File: src/rtl/wbc_pkg.sv
package wbc_pkg;
  typedef enum logic [2:0] {
    ST_IDLE,
    ST_WBACK,
    ST_REFILL,
    ST_FSCAN,
    ST_FWB
  } wbc_state_e;
endpackage

File: src/rtl/wbc_way_compare.sv
module wbc_way_compare #(
  parameter int TAG_W = 3
) (
  input  logic [1:0]         vld,
  input  logic [2*TAG_W-1:0] tags,
  input  logic [TAG_W-1:0]   key,
  output logic               hit,
  output logic               way
);
  logic [1:0] match;

  for (genvar g = 0; g < 2; g++) begin : g_way
    assign match[g] = vld[g] && (tags[g*TAG_W +: TAG_W] == key);
  end

  assign hit = |match;
  assign way = match[1];
endmodule

File: src/rtl/wbc_victim_pick.sv
module wbc_victim_pick (
  input  logic [1:0] vld,
  input  logic       lru,
  output logic       way
);
  always_comb begin
    if (!vld[0])      way = 1'b0;
    else if (!vld[1]) way = 1'b1;
    else              way = lru;
  end
endmodule

File: src/rtl/wbc_event_ctr.sv
module wbc_event_ctr #(
  parameter int W = 16
) (
  input  logic         clk,
  input  logic         rst_n,
  input  logic         inc,
  output logic [W-1:0] count
);
  always_ff @(posedge clk) begin
    if (!rst_n)   count <= '0;
    else if (inc) count <= count + 1'b1;
  end
endmodule

File: src/rtl/wb_set_cache.sv
module wb_set_cache
  import wbc_pkg::*;
#(
  parameter int WORD_AW = 5,
  parameter int DATA_W  = 32,
  parameter int SETS    = 4,
  parameter int CNT_W   = 16
) (
  input  logic               clk,
  input  logic               rst_n,
  input  logic               req_valid,
  input  logic               req_we,
  input  logic [WORD_AW-1:0] req_word,
  input  logic [DATA_W-1:0]  req_wdata,
  output logic               req_ready,
  output logic               rsp_valid,
  output logic [DATA_W-1:0]  rsp_rdata,
  input  logic               flush_req,
  output logic               flush_busy,
  output logic               mem_valid,
  output logic               mem_we,
  output logic [WORD_AW-1:0] mem_word,
  output logic [DATA_W-1:0]  mem_wdata,
  input  logic               mem_ready,
  input  logic [DATA_W-1:0]  mem_rdata,
  output logic [CNT_W-1:0]   hit_count,
  output logic [CNT_W-1:0]   miss_count
);
  localparam int SET_W  = $clog2(SETS);
  localparam int TAG_W  = WORD_AW - SET_W;
  localparam int LINES  = 2 * SETS;
  localparam int FIDX_W = SET_W + 1;

  function automatic logic [SET_W-1:0] set_of(input logic [WORD_AW-1:0] w);
    return w[SET_W-1:0];
  endfunction

  function automatic logic [TAG_W-1:0] tag_of(input logic [WORD_AW-1:0] w);
    return w[WORD_AW-1:SET_W];
  endfunction

  function automatic logic [WORD_AW-1:0] line_word(input logic [TAG_W-1:0] t,
                                                   input logic [SET_W-1:0] s);
    return {t, s};
  endfunction

  // Line storage
  logic [1:0]        v_q   [SETS];
  logic [1:0]        d_q   [SETS];
  logic [TAG_W-1:0]  t_q   [SETS][2];
  logic [DATA_W-1:0] w_q   [SETS][2];
  logic [SETS-1:0]   lru_q;

  wbc_state_e        state_q;
  logic [SET_W-1:0]  p_set;
  logic [TAG_W-1:0]  p_tag;
  logic              p_we;
  logic [DATA_W-1:0] p_wdata;
  logic              p_way;
  logic [FIDX_W-1:0] f_idx;
  logic              rsp_valid_q;
  logic [DATA_W-1:0] rsp_rdata_q;

  // Lookup of the incoming request
  logic [SET_W-1:0] lk_set;
  logic [TAG_W-1:0] lk_tag;
  logic             lk_hit, lk_way, vic_way, vic_dirty;

  assign lk_set = set_of(req_word);
  assign lk_tag = tag_of(req_word);

  wbc_way_compare #(.TAG_W(TAG_W)) u_cmp (
    .vld  (v_q[lk_set]),
    .tags ({t_q[lk_set][1], t_q[lk_set][0]}),
    .key  (lk_tag),
    .hit  (lk_hit),
    .way  (lk_way)
  );

  wbc_victim_pick u_vic (
    .vld (v_q[lk_set]),
    .lru (lru_q[lk_set]),
    .way (vic_way)
  );

  assign vic_dirty = v_q[lk_set][vic_way] && d_q[lk_set][vic_way];

  // Named events for the checker
  logic ev_accept, ev_hit, ev_miss;
  assign req_ready = (state_q == ST_IDLE) && !flush_req;
  assign ev_accept = req_valid && req_ready;
  assign ev_hit    = ev_accept && lk_hit;
  assign ev_miss   = ev_accept && !lk_hit;

  // Flush walk position
  logic [SET_W-1:0] f_set;
  logic             f_way, f_last;
  assign f_set  = f_idx[FIDX_W-1:1];
  assign f_way  = f_idx[0];
  assign f_last = (f_idx == FIDX_W'(LINES - 1));

  always_ff @(posedge clk) begin
    if (!rst_n) begin
      state_q     <= ST_IDLE;
      lru_q       <= '0;
      p_set       <= '0;
      p_tag       <= '0;
      p_we        <= 1'b0;
      p_wdata     <= '0;
      p_way       <= 1'b0;
      f_idx       <= '0;
      rsp_valid_q <= 1'b0;
      rsp_rdata_q <= '0;
      for (int s = 0; s < SETS; s++) begin
        v_q[s] <= '0;
        d_q[s] <= '0;
        for (int k = 0; k < 2; k++) begin
          t_q[s][k] <= '0;
          w_q[s][k] <= '0;
        end
      end
    end else begin
      rsp_valid_q <= 1'b0;
      case (state_q)
        ST_IDLE: begin
          if (flush_req) begin
            f_idx   <= '0;
            state_q <= ST_FSCAN;
          end else if (ev_hit) begin
            if (req_we) begin
              w_q[lk_set][lk_way] <= req_wdata;
              d_q[lk_set][lk_way] <= 1'b1;
            end
            rsp_rdata_q     <= req_we ? req_wdata : w_q[lk_set][lk_way];
            rsp_valid_q     <= 1'b1;
            lru_q[lk_set]   <= ~lk_way;
          end else if (ev_miss) begin
            p_set   <= lk_set;
            p_tag   <= lk_tag;
            p_we    <= req_we;
            p_wdata <= req_wdata;
            p_way   <= vic_way;
            state_q <= vic_dirty ? ST_WBACK : ST_REFILL;
          end
        end
        ST_WBACK: begin
          if (mem_ready) state_q <= ST_REFILL;
        end
        ST_REFILL: begin
          if (mem_ready) begin
            v_q[p_set][p_way] <= 1'b1;
            d_q[p_set][p_way] <= p_we;
            t_q[p_set][p_way] <= p_tag;
            w_q[p_set][p_way] <= p_we ? p_wdata : mem_rdata;
            lru_q[p_set]      <= ~p_way;
            rsp_rdata_q       <= p_we ? p_wdata : mem_rdata;
            rsp_valid_q       <= 1'b1;
            state_q           <= ST_IDLE;
          end
        end
        ST_FSCAN: begin
          if (v_q[f_set][f_way] && d_q[f_set][f_way]) state_q <= ST_FWB;
          else if (f_last)                            state_q <= ST_IDLE;
          else                                        f_idx   <= f_idx + 1'b1;
        end
        ST_FWB: begin
          if (mem_ready) begin
            d_q[f_set][f_way] <= 1'b0;
            if (f_last) state_q <= ST_IDLE;
            else begin
              f_idx   <= f_idx + 1'b1;
              state_q <= ST_FSCAN;
            end
          end
        end
        default: state_q <= ST_IDLE;
      endcase
    end
  end

  // Memory port
  always_comb begin
    mem_valid = 1'b0;
    mem_we    = 1'b0;
    mem_word  = '0;
    mem_wdata = '0;
    case (state_q)
      ST_WBACK: begin
        mem_valid = 1'b1;
        mem_we    = 1'b1;
        mem_word  = line_word(t_q[p_set][p_way], p_set);
        mem_wdata = w_q[p_set][p_way];
      end
      ST_REFILL: begin
        mem_valid = 1'b1;
        mem_word  = line_word(p_tag, p_set);
      end
      ST_FWB: begin
        mem_valid = 1'b1;
        mem_we    = 1'b1;
        mem_word  = line_word(t_q[f_set][f_way], f_set);
        mem_wdata = w_q[f_set][f_way];
      end
      default: ;
    endcase
  end

  assign flush_busy = (state_q == ST_FSCAN) || (state_q == ST_FWB);
  assign rsp_valid  = rsp_valid_q;
  assign rsp_rdata  = rsp_rdata_q;

  wbc_event_ctr #(.W(CNT_W)) u_hits (
    .clk (clk), .rst_n (rst_n), .inc (ev_hit), .count (hit_count)
  );
  wbc_event_ctr #(.W(CNT_W)) u_misses (
    .clk (clk), .rst_n (rst_n), .inc (ev_miss), .count (miss_count)
  );
endmodule

File: config.mk
export PLATFORM = sky130hd
export DESIGN_NAME = wb_set_cache
export DESIGN_NICKNAME = d
export VERILOG_FILES = /design/src/rtl/wbc_pkg.sv /design/src/rtl/wbc_way_compare.sv /design/src/rtl/wbc_victim_pick.sv /design/src/rtl/wbc_event_ctr.sv /design/src/rtl/wb_set_cache.sv
export SDC_FILE = /design/constraint.sdc
export NUM_CORES = 1
export LEC_CHECK = 0
export ABC_CLOCK_PERIOD_IN_PS = 4880
export CAP_MARGIN = 15
export CORE_ASPECT_RATIO = 0.7
export CORE_UTILIZATION = 45
export CTS_BUF_LIST = sky130_fd_sc_hd__clkbuf_2 sky130_fd_sc_hd__clkbuf_4 sky130_fd_sc_hd__clkbuf_8
export CTS_CLUSTER_DIAMETER = 120
export DETAILED_ROUTE_END_ITERATION = 16
export GPL_ROUTABILITY_DRIVEN = 0
export PLACE_DENSITY = 0.76
export SYNTH_ARGS = -nofsm -noshare
export SYNTH_HDL_FRONTEND = slang
export SYNTH_SLANG_ARGS = --single-unit
File: constraint.sdc
create_clock -name clk -period 4.88 [get_ports clk]
set_clock_uncertainty 0.2 [all_clocks]
set_input_delay 0.976 -clock clk [delete_from_list [all_inputs] [get_ports clk]]
set_output_delay 0.976 -clock clk [all_outputs]
set_load 0.01 [all_outputs]
## Yosys cells after proc, flatten, opt, wreduce, memory -nomap -nowiden

Memories as Yosys holds them, arrays and structs flattened. A register that Yosys moved wholly into a read port is not among the register bits.
Cells that the tools add are included.

- Register bits after elaboration: 114
- Memory bits (writable): 296
- Input port bits: 75
- Output and inout bits: 106
- Logic and storage cells: 222
- Memories kept: 4

- Add/subtract/negate cells: 3
- Order comparisons: 16
- Eq/ne operators: 17
- Mux-type cells: 128
- Bitwise operators: 7
- Reduce and logical (&&, ||, !) cells: 35

Memories:

| name | words | width | rd ports | clocked after Yosys merged registers in | write ports | RTL line | text |
|---|---|---|---|---|---|---|---|
| w_q | 4 | 64 | 3 | 2 | 4 | wb_set_cache.sv:51 | `logic [DATA_W-1:0] w_q [SETS][2];` |
| t_q | 4 | 6 | 3 | 2 | 4 | wb_set_cache.sv:50 | `logic [TAG_W-1:0] t_q [SETS][2];` |
| d_q | 4 | 2 | 2 | 1 | 4 | wb_set_cache.sv:49 | `logic [1:0] d_q [SETS];` |
| v_q | 4 | 2 | 2 | 1 | 4 | wb_set_cache.sv:48 | `logic [1:0] v_q [SETS];` |

Operator list:

| kind | number |
|---|---|
| $mux 32 | 16 |
| $mux 64 | 6 |
| $pmux 32 s2 | 2 |
| $reduce_or 64->1 | 2 |
| $demux 32 s1 | 2 |
| $mux 2 | 32 |
| $mux 3 | 19 |
| $add 16x1->16 const B | 2 |
| $mux 1 | 31 |
| $mux 6 | 3 |
| $logic_and 1x1->1 | 15 |
| $pmux 3 s5 | 1 |
| $pmux 5 s3 | 1 |
| $ne 2x2->1 const B | 7 |
| $mux 4 | 3 |
| $reduce_and 4->1 | 3 |
| $reduce_or 2->1 | 6 |
| $ne 3x3->1 const B | 3 |
| $pmux 3 s3 | 1 |
| $bwmux 4 | 2 |
| $lt 1x2->1 const B | 4 |
| $pmux 4 s2 | 1 |
| $eq 3x2->1 const B | 2 |
| $eq 3x3->1 | 2 |
| 23 further kinds | 40 |

## Depth between registers and ports, before layout

An unclocked memory read counts as a cell.

- Depth after elaboration: 14
- Depth in mapped cells: 11
- Mapped depth without buffers: 7

## Modules after synthesis

From an unflattened synthesis, not the netlist that was laid out.

- Cells, all modules: 1,849
- Area total of the unflattened synthesis: 23,467.5 um^2

By module, submodules not included:

| module | instances | cells an instance | area an instance (um^2) | sequential area each (um^2) |
|---|---|---|---|---|
| wb_set_cache | 1 | 1,683 | 21,822.2 | 10,610.2 |
| wbc_event_ctr | 2 | 77 | 779.5 | 320.3 |
| wbc_way_compare | 1 | 10 | 75.1 | 0.0 |
| wbc_victim_pick | 1 | 2 | 11.3 | 0.0 |

## Worst setup path before layout

Ideal clock, no wire load.

- Kind: input to register
- From: input port req_word[0]
- To: memory w_q[0][0] (netlist bit) (enable)
- Library setup time: 389 ps
- Data arrival time: 3,784 ps
- Data required time: 4,291 ps
- Setup slack: 507 ps
- Cell stages on the path: 9
- Buffers on the path: 3
- Path through: buf_2 mux4_2 xor2_1 or4_1 buf_2 o21ai_2 nand3_1 clkbuf_1 nand2_1

RTL lines:

| what | RTL line | text |
|---|---|---|
| from (decl) | wb_set_cache.sv:13 | `input logic [WORD_AW-1:0] req_word,` |
| to (decl) | wb_set_cache.sv:51 |  |

## Final worst setup path

- From: register state_q[0]
- To: output port mem_wdata[2]

- Cells in the longest elaborated chain, start to end: 2
- Elaborated cells between the ends (all ways): 3
- Those cells by class: eq/ne (2); mux (1)

RTL lines:

| what | RTL line | text |
|---|---|---|
| from (decl) | wb_set_cache.sv:54 | `wbc_state_e state_q;` |
| from (signal assigned) | wb_set_cache.sv:143 | `state_q <= vic_dirty ? ST_WBACK : ST_REFILL;` |
| $eq 3x3->1 or $eq 3x1->1 (tied branches) | wb_set_cache.sv:187 | `case (state_q)` |
| $pmux 32 s2 * | wb_set_cache.sv:187 |  |
| to (decl) | wb_set_cache.sv:23 | `output logic [DATA_W-1:0] mem_wdata,` |

Mark *: on every way between the ends. The rest lies on a longest branch, timed or not.

==> parameters.txt <==
Parameter                              Value

Outcome
  Result of the run    finished clean

Timing
  RSZ-0062 raised after global routing    false
  Achievable Freq    around 220 MHz
  Total negative slack    0 ns
  Part of the cycle the worst path needs    0.9494
  Final hold violation count    0
  Minimum period implied by the final worst setup slack    4.633 ns
  Actual transition at the worst max-transition pin    1.243 ns
  Endpoints failing setup    0
  Final Slew Violations    0
  Final Hold Slack    around 0.25 ns
  Relative slew slack    0.1712

Critical path
  Kind of cell adding the most delay to the critical path    buffers and inverters
  Cells traversed along the worst timing path    or3b_2 > buf_4 > o22ai_1 > clkdlybuf4s50_1
  Worst-path maximum fanout    30
  Maximum cell stage delay along the critical path    0.94 ns
  Critical path capture point type    output pin
  Worst Path Arrival    3.46 ns
  Slowest stage cell on the critical path    sky130_fd_sc_hd__or3b_2
  Start-to-end type of the worst setup path    flop to output pin
  CP Buf/Inv Count    2
  Data required time of the critical path    between 3 and 4 ns
  Setup slack, reg-to-reg    1.35 ns
  Type of origin of the critical path    flop

Final layout
  Commonest non-fill, non-tap cells in the layout    318 x sky130_fd_sc_hd__nor2_1, 296 x sky130_fd_sc_hd__edfxtp_1, 216 x sky130_fd_sc_hd__mux4_2, 176 x sky130_fd_sc_hd__clkdlybuf4s50_1
  Post-route core utilization    0.5356
  Most common cell after layout, fill and taps aside    sky130_fd_sc_hd__nor2_1
  Post-route cell area    0.02752 mm²
  Synthesis-to-layout area growth    16.04%
  Antenna Cells    0
  Ratio of cells with drive above 1 in the final layout    0.2020
  NumNets Final    2241

Yosys
  XOR/XNOR Fraction of Synth Area    0.005540
  Cell area after synthesis    0.02371 mm²
  Number of nets produced by synthesis    approximately 2100
  Count of different cell masters after synthesis    60
  Mean area per synthesized cell    11.70 µm²
  Post-synth top flop    sky130_fd_sc_hd__edfxtp_1
  Combinational family with the most area after synthesis    multiplexers
  Post-synthesis async set-or-reset flop share    0
  Top cell type by total area after synthesis    sky130_fd_sc_hd__edfxtp_1
  Number of enable-type register cells in the synthesized netlist    ~300
  Sequential area share after synthesis    0.4745
  Multiplexer share of the synthesized area    0.2647
  Cell count after synthesis    2026
  Simple-gate portion of the synthesized area    0.1311
  Compound-Gate Fraction of Synth Area    0.08437
  Portion of synthesized cell area occupied by the leading cell type    0.3748
  Fraction of the mapped netlist area in adder cells    0.001583
  Top area cells in the synthesized netlist    sky130_fd_sc_hd__edfxtp_1 37%, sky130_fd_sc_hd__mux4_2 21%, sky130_fd_sc_hd__dfxtp_1 10%
  Synthesis warning total    0
  Register bit total from synthesis    414

Placement
  Half-perimeter wire length after placement    approximately 48 mm
  Instance area after placement    0.02628 mm²
  Port Buf Inserts    180

CTS
  Cell at the root of the clock tree    sky130_fd_sc_hd__clkbuf_8
  Insertion delay of the later-clocked pin in the worst-skew pair    0.64 ns
  Clock buffer count from CTS    61
  Number of buffers inserted for hold repair after clock tree synthesis    0
  Post-cts gate resize count    0
  Max Root-Sink Buffers    3
  TritonCTS clock tree    done
  Setup Buffers After CTS    0
  H-Tree Level Count    2
  # clock sinks    approximately 410
  Worst-path clk slew    0.07 ns

Die
  Floorplan row count    69
  Height of the die    roughly 190 µm
  Core area    about 0.051 mm²
  Die footprint    0.05363 mm²
  Initial Util    0.4616
  Horizontal die dimension    roughly 280 µm
  I/O pin count    181

Routing
  Final wirelength    72.67 mm
  Via count    18714
  Violation count after the first detailed-routing iteration    2290
  Residual DRC count    0
  Total iterations of the first detailed-routing run    7
  Final routed wire length divided by cell count    25.17 µm
  Number of vias per cell after detailed routing    6.482
  Number of antenna-violating nets in the routed design    0

Global routing
  First-pass GRT wire length    111.1 mm
  Maximum number of pins on one net before global-route repair    72
  Antenna violations before repair    3
  Aggregate global routing overflow    0
  Total track usage    0.2678
  Vias in the first global route    18504

Run
  Number of violations of the max-capacitance limit    0

Power
  Leak pwr    roughly 9 nW
  Pwr/cell area    344.3 mW/mm²
  Worst vdd rail ir drop    0.1905 mV

Hold path
  Classification of the worst-slack hold path    flop to flop
## layout make-up
class | count | area, µm²
Fill cell | 4237 | 23850
Multi-Input combinational cell | 1390 | 11600
Sequential cell | 414 | 11260
Timing Repair Buffer | 251 | 2407
Clock buffer | 86 | 1059
Tap cell | 674 | 843.3
Clock inverter | 27 | 173.9
Inverter | 45 | 170.2
## kinds of logic (layout without fill, tap and decap cells)
kind of cell,after synthesis,after routing
AND/OR/NAND/NOR,685,685
flip-flops,414,414
multiplexers,353,353
AO/OA/AOI/OAI,334,334
buffers and inverters,222,409
XOR/XNOR,15,15
adder cells (fa/ha/maj),3,3
## tightest hold or removal path, stage by stage (launching register included)
cell and delay, ns:
sky130_fd_sc_hd__dfxtp_1 0.31, sky130_fd_sc_hd__nand2_1 0.05, sky130_fd_sc_hd__a21oi_1 0.05
## sequential cells by signal, summed over array words and instances, names as in the netlist, 3 cells and up, named ones only
name            cells
rsp_rdata          32
state_q             3
v_q                 8
w_q               256
t_q                24
p_tag               3
u_hits.count       16
u_misses.count     16
lru_q               4
p_wdata            32
d_q                 8
f_idx               3
## layer usage
layer | GRT usage | vias up | part of all wire
met5 | 0 | - | 0.00015
li1 | - | 7957 | -
met2 | 0.4260 | 1319 | 0.46
met3 | 0.05748 | 190 | 0.12
met4 | 0.1016 | 2 | 0.038
met1 | 0.3603 | 9246 | 0.38
## cells in the mapped netlist, types with 7 or more instances
cell type,number
sky130_fd_sc_hd__nor2_1,319
sky130_fd_sc_hd__buf_1,24
sky130_fd_sc_hd__nand2b_1,77
sky130_fd_sc_hd__o22ai_1,35
sky130_fd_sc_hd__mux2i_1,104
sky130_fd_sc_hd__a311oi_1,32
sky130_fd_sc_hd__inv_1,43
sky130_fd_sc_hd__nand4_1,10
sky130_fd_sc_hd__a211oi_1,7
sky130_fd_sc_hd__o31ai_1,14
sky130_fd_sc_hd__a21oi_1,136
sky130_fd_sc_hd__nand3_1,21
sky130_fd_sc_hd__dfxtp_1,118
sky130_fd_sc_hd__xnor2_1,10
sky130_fd_sc_hd__or4_1,13
sky130_fd_sc_hd__o21ai_0,74
sky130_fd_sc_hd__nand2_1,138
sky130_fd_sc_hd__nor3_1,44
sky130_fd_sc_hd__mux2_2,33
sky130_fd_sc_hd__buf_2,37
sky130_fd_sc_hd__edfxtp_1,296
sky130_fd_sc_hd__clkbuf_1,112
sky130_fd_sc_hd__or3_1,12
sky130_fd_sc_hd__mux4_2,216
sky130_fd_sc_hd__and2_1,21
## report_power, final
group / internal, mW / switching [mW] / leakage [nW]
registers: 4.02 / 0.264 / 4.02
logic: 1.00 / 1.27 / 4.56
clock network: 1.50 / 1.41 / 0.657
## stage by stage
step | worst slack (ns) | instances | total power, mW
3_3_place_gp | 0.6000 | 2774 | 6.504
3_5_place_dp | 0.5322 | 2774 | 6.582
5_1_grt | 0.05473 | 2887 | 9.814
4_1_cts | 0.1643 | 2887 | 9.449
6_report | 0.2471 | 2887 | 9.473
2_1_floorplan | 0.5068 | 2026 | 5.663
## path summary, 6_finish.rpt
| kind | startpoint | to | depth (start not counted) |
|---|---|---|---|
| setup / recovery | state_q[0]$_SDFFE_PN0P_ | mem_wdata[2] | 4 |
| hold reg to reg | p_wdata[28]$_SDFFE_PN0P_ | p_wdata[28]$_SDFFE_PN0P_ | 2 |
| hold / removal | p_wdata[28]$_SDFFE_PN0P_ | p_wdata[28]$_SDFFE_PN0P_ | 2 |
| setup reg to reg | t_q[0][2]$_SDFFCE_PN0P_ | w_q[2][34]$_SDFFCE_PN0P_ | 8 |
Power figures use the tool's default switching activity.
